File: src/rtl/htc_pkg.sv
package htc_pkg;

    typedef enum logic [1:0] {
        TGT_CMP  = 2'd0,
        TGT_TIME = 2'd1,
        TGT_NONE = 2'd2
    } tgt_e;

    typedef enum logic {
        ST_IDLE = 1'b0,
        ST_RESP = 1'b1
    } bus_st_e;

    // Merge write data into an existing 64-bit register.
    function automatic logic [63:0] merge64(input logic [63:0] old_v,
                                            input logic [63:0] wd,
                                            input logic        full,
                                            input logic        hi);
        if (hi)
            return {wd[31:0], old_v[31:0]};
        else if (full)
            return wd;
        else
            return {old_v[63:32], wd[31:0]};
    endfunction

    // Read view of a 64-bit register for a given access shape.
    function automatic logic [63:0] view64(input logic [63:0] v,
                                           input logic        full,
                                           input logic        hi);
        if (hi)
            return {32'h0, v[63:32]};
        else if (full)
            return v;
        else
            return {32'h0, v[31:0]};
    endfunction

endpackage

File: src/rtl/htc_decode.sv
module htc_decode
    import htc_pkg::*;
#(
    parameter int ADDR_W    = 16,
    parameter int NUM_HARTS = 4,
    parameter int HART_BASE = 1,
    parameter int TIME_OFS  = 16'h4000,
    parameter int IDX_W     = 2
) (
    input  logic [ADDR_W-1:0] addr,
    output tgt_e              tgt,
    output logic              hi,
    output logic [IDX_W-1:0]  idx
);
    localparam int SLOT_W = ADDR_W - 3;
    localparam logic [SLOT_W-1:0] FIRST_SLOT = SLOT_W'(HART_BASE);
    localparam logic [SLOT_W-1:0] END_SLOT   = SLOT_W'(HART_BASE + NUM_HARTS);
    localparam logic [SLOT_W-1:0] TIME_SLOT  = SLOT_W'(TIME_OFS / 8);

    logic [SLOT_W-1:0] slot;
    logic              off_ok;

    always_comb begin
        slot   = addr[ADDR_W-1:3];
        off_ok = (addr[1:0] == 2'b00);
        hi     = addr[2];
        idx    = IDX_W'(slot - FIRST_SLOT);
        tgt    = TGT_NONE;
        if (off_ok) begin
            if (slot == TIME_SLOT)
                tgt = TGT_TIME;
            else if (slot >= FIRST_SLOT && slot < END_SLOT)
                tgt = TGT_CMP;
        end
    end
endmodule

File: src/rtl/htc_cmp_bank.sv
module htc_cmp_bank
    import htc_pkg::*;
#(
    parameter int NUM_HARTS = 4,
    parameter int IDX_W     = 2
) (
    input  logic                       clk,
    input  logic                       rst,
    input  logic                       wr_en,
    input  logic [IDX_W-1:0]           wr_idx,
    input  logic                       wr_hi,
    input  logic                       wr_full,
    input  logic [63:0]                wr_data,
    input  logic [63:0]                time_now,
    output logic [NUM_HARTS-1:0][63:0] cmp_q,
    output logic [NUM_HARTS-1:0]       irq_q
);
    logic [63:0] cmp_r [NUM_HARTS];
    logic        irq_r [NUM_HARTS];

    for (genvar gi = 0; gi < NUM_HARTS; gi++) begin : g_hart
        always_ff @(posedge clk) begin
            if (rst) begin
                cmp_r[gi] <= '1;
                irq_r[gi] <= 1'b0;
            end else begin
                if (wr_en && wr_idx == IDX_W'(gi))
                    cmp_r[gi] <= merge64(cmp_r[gi], wr_data, wr_full, wr_hi);
                irq_r[gi] <= (cmp_r[gi] <= time_now);
            end
        end
        assign cmp_q[gi] = cmp_r[gi];
        assign irq_q[gi] = irq_r[gi];
    end
endmodule

File: src/rtl/htc_timebase.sv
module htc_timebase
    import htc_pkg::*;
(
    input  logic        clk,
    input  logic        rst,
    input  logic        tick,
    input  logic        wr_en,
    input  logic        wr_hi,
    input  logic        wr_full,
    input  logic [63:0] wr_data,
    output logic [63:0] time_q
);
    always_ff @(posedge clk) begin
        if (rst)
            time_q <= '0;
        else if (wr_en)
            time_q <= merge64(time_q, wr_data, wr_full, wr_hi);
        else if (tick)
            time_q <= time_q + 64'd1;
    end
endmodule

File: src/rtl/hart_timer_cmp.sv
module hart_timer_cmp
    import htc_pkg::*;
#(
    parameter int ADDR_W    = 16,
    parameter int NUM_HARTS = 4,
    parameter int HART_BASE = 1,
    parameter int TIME_OFS  = 16'h4000
) (
    input  logic                 clk,
    input  logic                 rst,
    input  logic                 tick,
    input  logic                 req_valid,
    input  logic                 req_write,
    input  logic                 req_full,
    input  logic [ADDR_W-1:0]    req_addr,
    input  logic [63:0]          req_wdata,
    output logic                 rsp_valid,
    output logic                 rsp_err,
    output logic [63:0]          rsp_rdata,
    output logic [NUM_HARTS-1:0] irq
);
    localparam int IDX_W = (NUM_HARTS > 1) ? $clog2(NUM_HARTS) : 1;

    tgt_e                       tgt;
    logic                       acc_hi;
    logic [IDX_W-1:0]           acc_idx;
    logic                       acc_bad;
    logic                       cmp_wr;
    logic                       time_wr;
    logic [NUM_HARTS-1:0][63:0] cmp_q;
    logic [63:0]                time_q;
    logic [63:0]                rd_view;
    logic [63:0]                rdata_q;
    logic                       err_q;
    bus_st_e                    state_q, state_nx;

    htc_decode #(
        .ADDR_W(ADDR_W), .NUM_HARTS(NUM_HARTS), .HART_BASE(HART_BASE),
        .TIME_OFS(TIME_OFS), .IDX_W(IDX_W)
    ) u_decode (
        .addr(req_addr), .tgt(tgt), .hi(acc_hi), .idx(acc_idx)
    );

    assign acc_bad = (tgt == TGT_NONE);
    assign cmp_wr  = req_valid && req_write && (tgt == TGT_CMP);
    assign time_wr = req_valid && req_write && (tgt == TGT_TIME);

    htc_cmp_bank #(.NUM_HARTS(NUM_HARTS), .IDX_W(IDX_W)) u_bank (
        .clk(clk), .rst(rst), .wr_en(cmp_wr), .wr_idx(acc_idx),
        .wr_hi(acc_hi), .wr_full(req_full), .wr_data(req_wdata),
        .time_now(time_q), .cmp_q(cmp_q), .irq_q(irq)
    );

    htc_timebase u_time (
        .clk(clk), .rst(rst), .tick(tick), .wr_en(time_wr),
        .wr_hi(acc_hi), .wr_full(req_full), .wr_data(req_wdata),
        .time_q(time_q)
    );

    // Read data selection for the current request.
    always_comb begin
        unique case (tgt)
            TGT_CMP:  rd_view = view64(cmp_q[acc_idx], req_full, acc_hi);
            TGT_TIME: rd_view = view64(time_q, req_full, acc_hi);
            default:  rd_view = '0;
        endcase
    end

    // Bus response state register.
    always_ff @(posedge clk) begin
        if (rst)
            state_q <= ST_IDLE;
        else
            state_q <= state_nx;
    end

    always_comb begin
        unique case (state_q)
            ST_IDLE: state_nx = req_valid ? ST_RESP : ST_IDLE;
            ST_RESP: state_nx = req_valid ? ST_RESP : ST_IDLE;
            default: state_nx = ST_IDLE;
        endcase
    end

    // Response payload registers, loaded on the accepting edge.
    always_ff @(posedge clk) begin
        if (rst) begin
            rdata_q <= '0;
            err_q   <= 1'b0;
        end else if (req_valid) begin
            rdata_q <= (!req_write) ? rd_view : 64'h0;
            err_q   <= acc_bad;
        end else begin
            rdata_q <= '0;
            err_q   <= 1'b0;
        end
    end

    // Outputs driven by the response state.
    always_comb begin
        rsp_valid = (state_q == ST_RESP);
        rsp_err   = (state_q == ST_RESP) && err_q;
        rsp_rdata = (state_q == ST_RESP) ? rdata_q : 64'h0;
    end
endmodule

File: config.mk
export PLATFORM = sky130hd
export DESIGN_NAME = hart_timer_cmp
export DESIGN_NICKNAME = d
export VERILOG_FILES = /design/src/rtl/htc_pkg.sv /design/src/rtl/htc_decode.sv /design/src/rtl/htc_cmp_bank.sv /design/src/rtl/htc_timebase.sv /design/src/rtl/hart_timer_cmp.sv
export SDC_FILE = /design/constraint.sdc
export NUM_CORES = 1
export LEC_CHECK = 0
export ABC_AREA = 0
export BUFFER_PORTS_ARGS = -buffer_cell sky130_fd_sc_hd__buf_2
export CORE_ASPECT_RATIO = 1.1
export CORE_UTILIZATION = 29
export CTS_CLUSTER_SIZE = 25
export DETAILED_ROUTE_END_ITERATION = 10
export PLACE_DENSITY_LB_ADDON = 0.3
export SETUP_SLACK_MARGIN = 0.5
export SYNTH_ARGS = -nofsm -noshare
export SYNTH_HDL_FRONTEND = slang
export SYNTH_HIERARCHICAL = 1
export SYNTH_SLANG_ARGS = --single-unit
File: constraint.sdc
create_clock -name clk -period 10.2 [get_ports clk]
set_input_delay 1.53 -clock clk [delete_from_list [all_inputs] [get_ports clk]]
set_output_delay 1.53 -clock clk [all_outputs]
set_load 0.02 [all_outputs]
After elaboration in Yosys (flattened, before gate mapping)
Memory sizes are Yosys's and may differ from the RTL's.
Cells that the tools add are included.
{"block": "classes", "n_addsub": 2, "multipliers": 0, "n_div": 0, "order_cmp": 7, "n_eq_ne": 8, "n_shift": 0, "muxes": 55, "n_bitwise": 9, "reduce_logical": 17}
{"op": "$mux W64", "count": 30}
{"op": "$le A64 B64 Y1", "count": 4}
{"op": "$bmux W64 S2", "count": 1}
{"op": "$pmux W64 S2", "count": 1}
{"op": "$add A64 B1 Y64 const B", "count": 1}
{"op": "$mux W1", "count": 20}
{"op": "$eq A13 B12 Y1 const B", "count": 1}
{"op": "$ge A13 B1 Y1 const B", "count": 1}
{"op": "$lt A13 B3 Y1 const B", "count": 1}
{"op": "$logic_and A1 B1 Y1", "count": 9}
{"op": "$or A1 B1 Y1", "count": 8}
{"op": "$eq A2 B2 Y1 const B", "count": 3}
{"op": "$logic_not A2 Y1", "count": 3}
{"op": "$mux W2", "count": 3}
{"op": "$eq A2 B1 Y1 const B", "count": 2}
{"op": "$reduce_and A2 Y1", "count": 2}
{"op": "$lt A2 B3 Y1 const B", "count": 1}
{"op": "$ne A3 B3 Y1 const B", "count": 1}
{"op": "$reduce_or A3 Y1", "count": 1}
{"op": "$ne A2 B2 Y1 const B", "count": 1}
{"op": "$reduce_bool A2 Y1", "count": 1}
{"op": "$reduce_or A2 Y1", "count": 1}
{"op": "$sub A2 B1 Y2 const B", "count": 1}
{"op": "$not A1 Y1", "count": 1}
{"block": "word_totals", "register_bits": 130, "latchBits": 0, "ramBits": 260, "romBits": 0, "inputBits": 86, "output_inout_bits": 70, "wordCells": 105, "mem_count": 2}
{"name": "u_bank.cmp_r", "depth": 4, "width": 64, "rd": 4, "rd_clocked_by_memory_dff": 0, "write_ports": 4, "line_no": "htc_cmp_bank.sv:18", "rtl": "logic [63:0] cmp_r [NUM_HARTS];"}
{"name": "u_bank.irq_r", "depth": 4, "width": 1, "rd": 4, "rd_clocked_by_memory_dff": 0, "write_ports": 4, "line_no": "htc_cmp_bank.sv:19", "rtl": "logic irq_r [NUM_HARTS];"}

Longest topological paths before layout
{"block": "logic_depth", "ltp_word": 12, "depth_mapped": 15, "mapped_depth_nobuf": 11}

Modules after synthesis
Netlist, hierarchy kept.
{"module": "htc_cmp_bank", "instances": 1, "cells_per_inst": 1387, "area_each_um2": 15298.4, "seq_area_each_um2": 7767.4}
{"module": "hart_timer_cmp", "instances": 1, "cells_per_inst": 483, "area_each_um2": 4818.4, "seq_area_each_um2": 1321.3}
{"module": "htc_timebase", "instances": 1, "cells_per_inst": 653, "area_each_um2": 4804.6, "seq_area_each_um2": 1281.2}
{"module": "htc_decode", "instances": 1, "cells_per_inst": 16, "area_each_um2": 108.9, "seq_area_each_um2": 0.0}

Least setup slack after synthesis
No wires, ideal clock.
{"block": "synth_timing", "path_kind": "input-to-reg", "startpoint": "in req_addr[3]", "endpoint": "mem u_bank.cmp_r[2][0] (enable)", "setup_ns": 0.470, "arrival_ns": 5.410, "required_ns": 9.730, "path_slack_ns": 4.321, "stages": 12, "path_buffers": 3, "cell_sequence": "inv_1 > ha_1 > nand2_1 > nor3_1 > buf_4 > inv_1 > buf_4 > clkbuf_1 > and3_1 > nor2b_1 > nand2_1 > o31ai_1"}
{"item": "start: declaration", "line_no": "hart_timer_cmp.sv:15", "rtl": "input logic [ADDR_W-1:0] req_addr,"}
{"item": "end: declaration", "line_no": "htc_cmp_bank.sv:18"}

Worst setup path after layout
{"block": "layout_timing", "startpoint": "in req_addr[3]", "endpoint": "reg u_time.time_q[23]"}
{"block": "layout_via", "elab_chain_cells": 9, "elab_cells_between_ends": 13, "cone_classes": "2 x order compare; 3 x eq/ne; 4 x mux; 4 x reduce/logical"}
{"item": "$ge A13 B1 Y1 / $lt A13 B3 Y1 (equally long branches)", "line_no": "htc_decode.sv:32", "rtl": "else if (slot >= FIRST_SLOT && slot < END_SLOT)"}
{"item": "$logic_and A1 B1 Y1", "line_no": "htc_decode.sv:32"}
{"item": "$mux W2", "line_no": "htc_decode.sv:32"}
{"item": "$mux W2 (*)", "line_no": "htc_decode.sv:30", "rtl": "if (slot == TIME_SLOT)"}
{"item": "$mux W2 (*)", "line_no": "htc_decode.sv:29", "rtl": "if (off_ok) begin"}
{"item": "named net tgt[1]", "line_no": "hart_timer_cmp.sv:24", "rtl": "tgt_e tgt;"}
{"item": "$eq A2 B1 Y1 (*)", "line_no": "hart_timer_cmp.sv:46", "rtl": "assign time_wr = req_valid && req_write && (tgt == TGT_TIME);"}
{"item": "$logic_and A1 B1 Y1 (*)", "line_no": "hart_timer_cmp.sv:46"}
{"item": "named net time_wr", "line_no": "hart_timer_cmp.sv:29", "rtl": "logic time_wr;"}
{"item": "$ne A2 B2 Y1 (no line) / $reduce_bool A2 Y1 (equally long branches)"}
{"item": "$reduce_and A2 Y1 (no line)"}
{"item": "end signal: assignment", "line_no": "htc_timebase.sv:17", "rtl": "time_q <= merge64(time_q, wr_data, wr_full, wr_hi);"}
{"item": "end signal: assignment", "line_no": "htc_timebase.sv:19", "rtl": "time_q <= time_q + 64'd1;"}
{"item": "end: declaration", "line_no": "htc_timebase.sv:11", "rtl": "output logic [63:0] time_q"}
Mark *: on every way through the listed nets, which the timed path passes. The rest lies on a longest branch.
A chain may end at the register's enable or synchronous reset.

==> metrics.md <==
| Metric | Value |
|---|---|
| Status | finished clean |
| Layout cells sized above 1 | 15.34% |
| DRC Markers | 0 |
| HPWL after DPL | 72.52 mm |
| Crit Reg-Reg Startpoint | u_time/time_q[25] |
| Chip width | 282.1 um |
| Die Span Y | 310.1 um |
| R2R Path End | u_bank/irq_r[0] |
| Clock root buffer | clkbuf_16 |
| Reg2Reg Depth | 8 |
| Area Growth Syn to Fin | 14.06% |
| GRT met3 Usage | 2.681% |
| Starting Density | 29.38% |
| Post-CTS Setup Inserts | 0 |
| Setup TNS | 0 ns |
| Met2 usage | 35.43% |
| Power density over the cells | 140.8 nW/um2 |
| Worst-path clk slew | 0.06 ns |
| Number of flops mapped to enable cells by yosys | 256 |
| RSZ-0062 raised after global routing | false |
| Core box area | 85200 um2 |
| # H-tree levels | 2 |
| Worst VDD drop | 0.0001293 V |
| Asr flop ratio synth | 0% |
| Post-synthesis register bit count | 390 |
| Total track usage | 22.38% |
| Hold Crit Depth | 2 |
| Final Wtd Congestion | 0.9431 |
| N_diodes | 0 |
| Most frequent cells in the layout | nand2_1, ha_1, edfxtp_1 |
| Max-cap violations | 0 |
| Max-slew headroom | 19.83% |
| Multi-input combinational cell area | 13660 um2 |
| CTS Buf Count | 45 |
| Min-Delay Endpoint | u_time/time_q[45] |
| Rows | 112 |
| Most common cell after layout, fill and taps aside | nand2_1 |
| Final Critical Period | 5.627 ns |
| Hold_sp | u_time/time_q[45] |
| Initial DRC count | 2265 |
| Sequential area share after synthesis | 41.43% |
| Final hold vios | 0 |
| Slew Limit Fails | 0 |
| Slew @ Worst Pin | 1.192 ns |
| Clock Path Buffers | 3 |
| Worst setup path class | input pin to register |
| Crit share post-route | 55.17% |
| Avg Inst Size Synth | 9.858 um2 |
| Cts hold-fix bufs | 0 |
| Top Usage Layer GRT | met2 |
| Vias in the first global route | 20200 |
| Synthesized Nets | 2884 |
| DR vias/cell | 5.556 |
| Met1 GRT Util | 29.75% |
| Setup violators final | 0 |
| Global route overflow | 0 |
| IO Port Bufs | 155 |
| Fmax | 177.7 MHz |
| Sequential Area | 10370 um2 |
| TritonCTS clock tree | yes |
| Total power | 0.004019 W |
| Worst endpoint data arrival time | 6.15 ns |
| Ys flop type | edfxtp_1 |
| Via count | 21220 |
| Total die area | 87490 um2 |
| Fin area | 28550 um2 |
| First-pass GRT wire length | 142.3 mm |
| DR pass1 iterations | 6 |
| Post-CTS Resized | 0 |
| Syn Inst Count | 2539 |
| Worst-Skew Late Latency | 0.61 ns |
| Net count, final | 2988 |
| Syn Std Cell Area | 25030 um2 |
| Critical Path Sink Type | register |
| Ports | 156 |
| Data required, critical path | 10.72 ns |
| WL final | 99.01 mm |
| Pin count of the biggest net entering global routing | 67 |
| Worst reg2reg setup slack | 6.84 ns |
| DRT antenna net count | 0 |
| Clk sink count | 390 |
| Cell leakage power | 10.44 nW |
| Post-DP Area | 26960 um2 |
| Antenna violations before repair | 6 |
| Layout Skew | 0.02380 ns |
| Synth cell types | 89 |
| Yosys warnings | 6 |
| Crit path launch type | input pin |
| Hold Path Class | register to register |
| WL/cell | 25.92 um |
| Maximum fanout along the worst path | 57 |
| Fillers | 8883 |
-- layout make-up --
type                    count  area share [%]
well taps                1140           4.996
flip-flops and latches    390           36.33
multi-input cells        1905           47.86
repair buffers            200           3.922
inverters                 101           1.337
clock inverters            26           1.069
clock buffers              58           4.492
-- Yosys cell counts, types with 33 or more instances --
master    count  area (um2)
nand4_1      86       538.0
inv_1       100       375.4
mux2i_1     119        1191
nor4_1       33       206.5
edfxtp_1    256        7687
nand3_1      74       370.4
nand2_1     459        1723
ha_1        259        3241
clkbuf_1     80       300.3
and2_1       74       462.9
o21ai_0      74       370.4
a21oi_1     151       755.7
dfxtp_1     134        2683
nor2_1      101       379.1
nor3_1       42       210.2
a22oi_1      33       247.7
-- sequential cells by signal (all words and copies together) (netlist names) --
register       flops
rdata_q           64
u_bank/irq_r       4
err_q              1
rsp_valid          1
u_time/time_q     64
u_bank/cmp_r     256
-- worst max path at each step --
stage                               to   startpoint
floorplan           u_bank/cmp_r[2][0]  req_addr[3]
global placement     u_time/time_q[27]  req_addr[3]
detailed placement   u_time/time_q[23]  req_addr[3]
CTS                  u_time/time_q[23]  req_addr[3]
global route         u_time/time_q[23]  req_addr[3]
finish               u_time/time_q[23]  req_addr[3]
-- kinds of logic (layout without fill, tap and decap cells) --
kind of cell	after synthesis	in the layout	synth area share (%)
simple gates	968	968	18.65
compound gates	516	516	14.38
flops	390	390	41.43
fa+ha+maj	259	259	12.95
buf+inv	244	385	4.469
mux	162	162	8.133
-- report_power, final --
group / total, W / switching (W) / internal, W
Sequential: 0.00178 / 0.0000429 / 0.00174
Clock: 0.00175 / 0.000726 / 0.00103
Combinational: 0.000489 / 0.000322 / 0.000167
-- critical path, cell delays in order --
cell and delay (ns):
buf_2 0.12, inv_2 0.23, ha_1 0.23, nor2b_1 0.05, a2111o_1 0.39, nor2b_1 0.31
and3_2 0.24, buf_4 0.55, nor2b_2 0.95, nor2_1 0.31, or4_4 0.53, or4_1 0.48
a31oi_1 0.18
-- through the flow --
stage	cells	worst slack, ns	util, %	hold WS (ns)
finish	3820	4.573	33.51	0.5633
global route	3820	4.274	33.51	0.6003
CTS	3820	4.674	33.51	0.5645
detailed placement	3736	4.072	31.65	0.5562
global placement	3736	4.105	31.65	0.5501
floorplan	2539	4.321	-	0.4862
-- metal layers --
| layer | vias to the layer above | wire length [um] |
|---|---|---|
| met1 | 10340 | 41670 |
| met3 | 189 | 7063 |
| met4 | 6 | 5610 |
| met5 | - | 33 |
| li1 | 9762 | - |
| met2 | 923 | 44630 |
No activity file was read; power rests on OpenSTA's default activity.
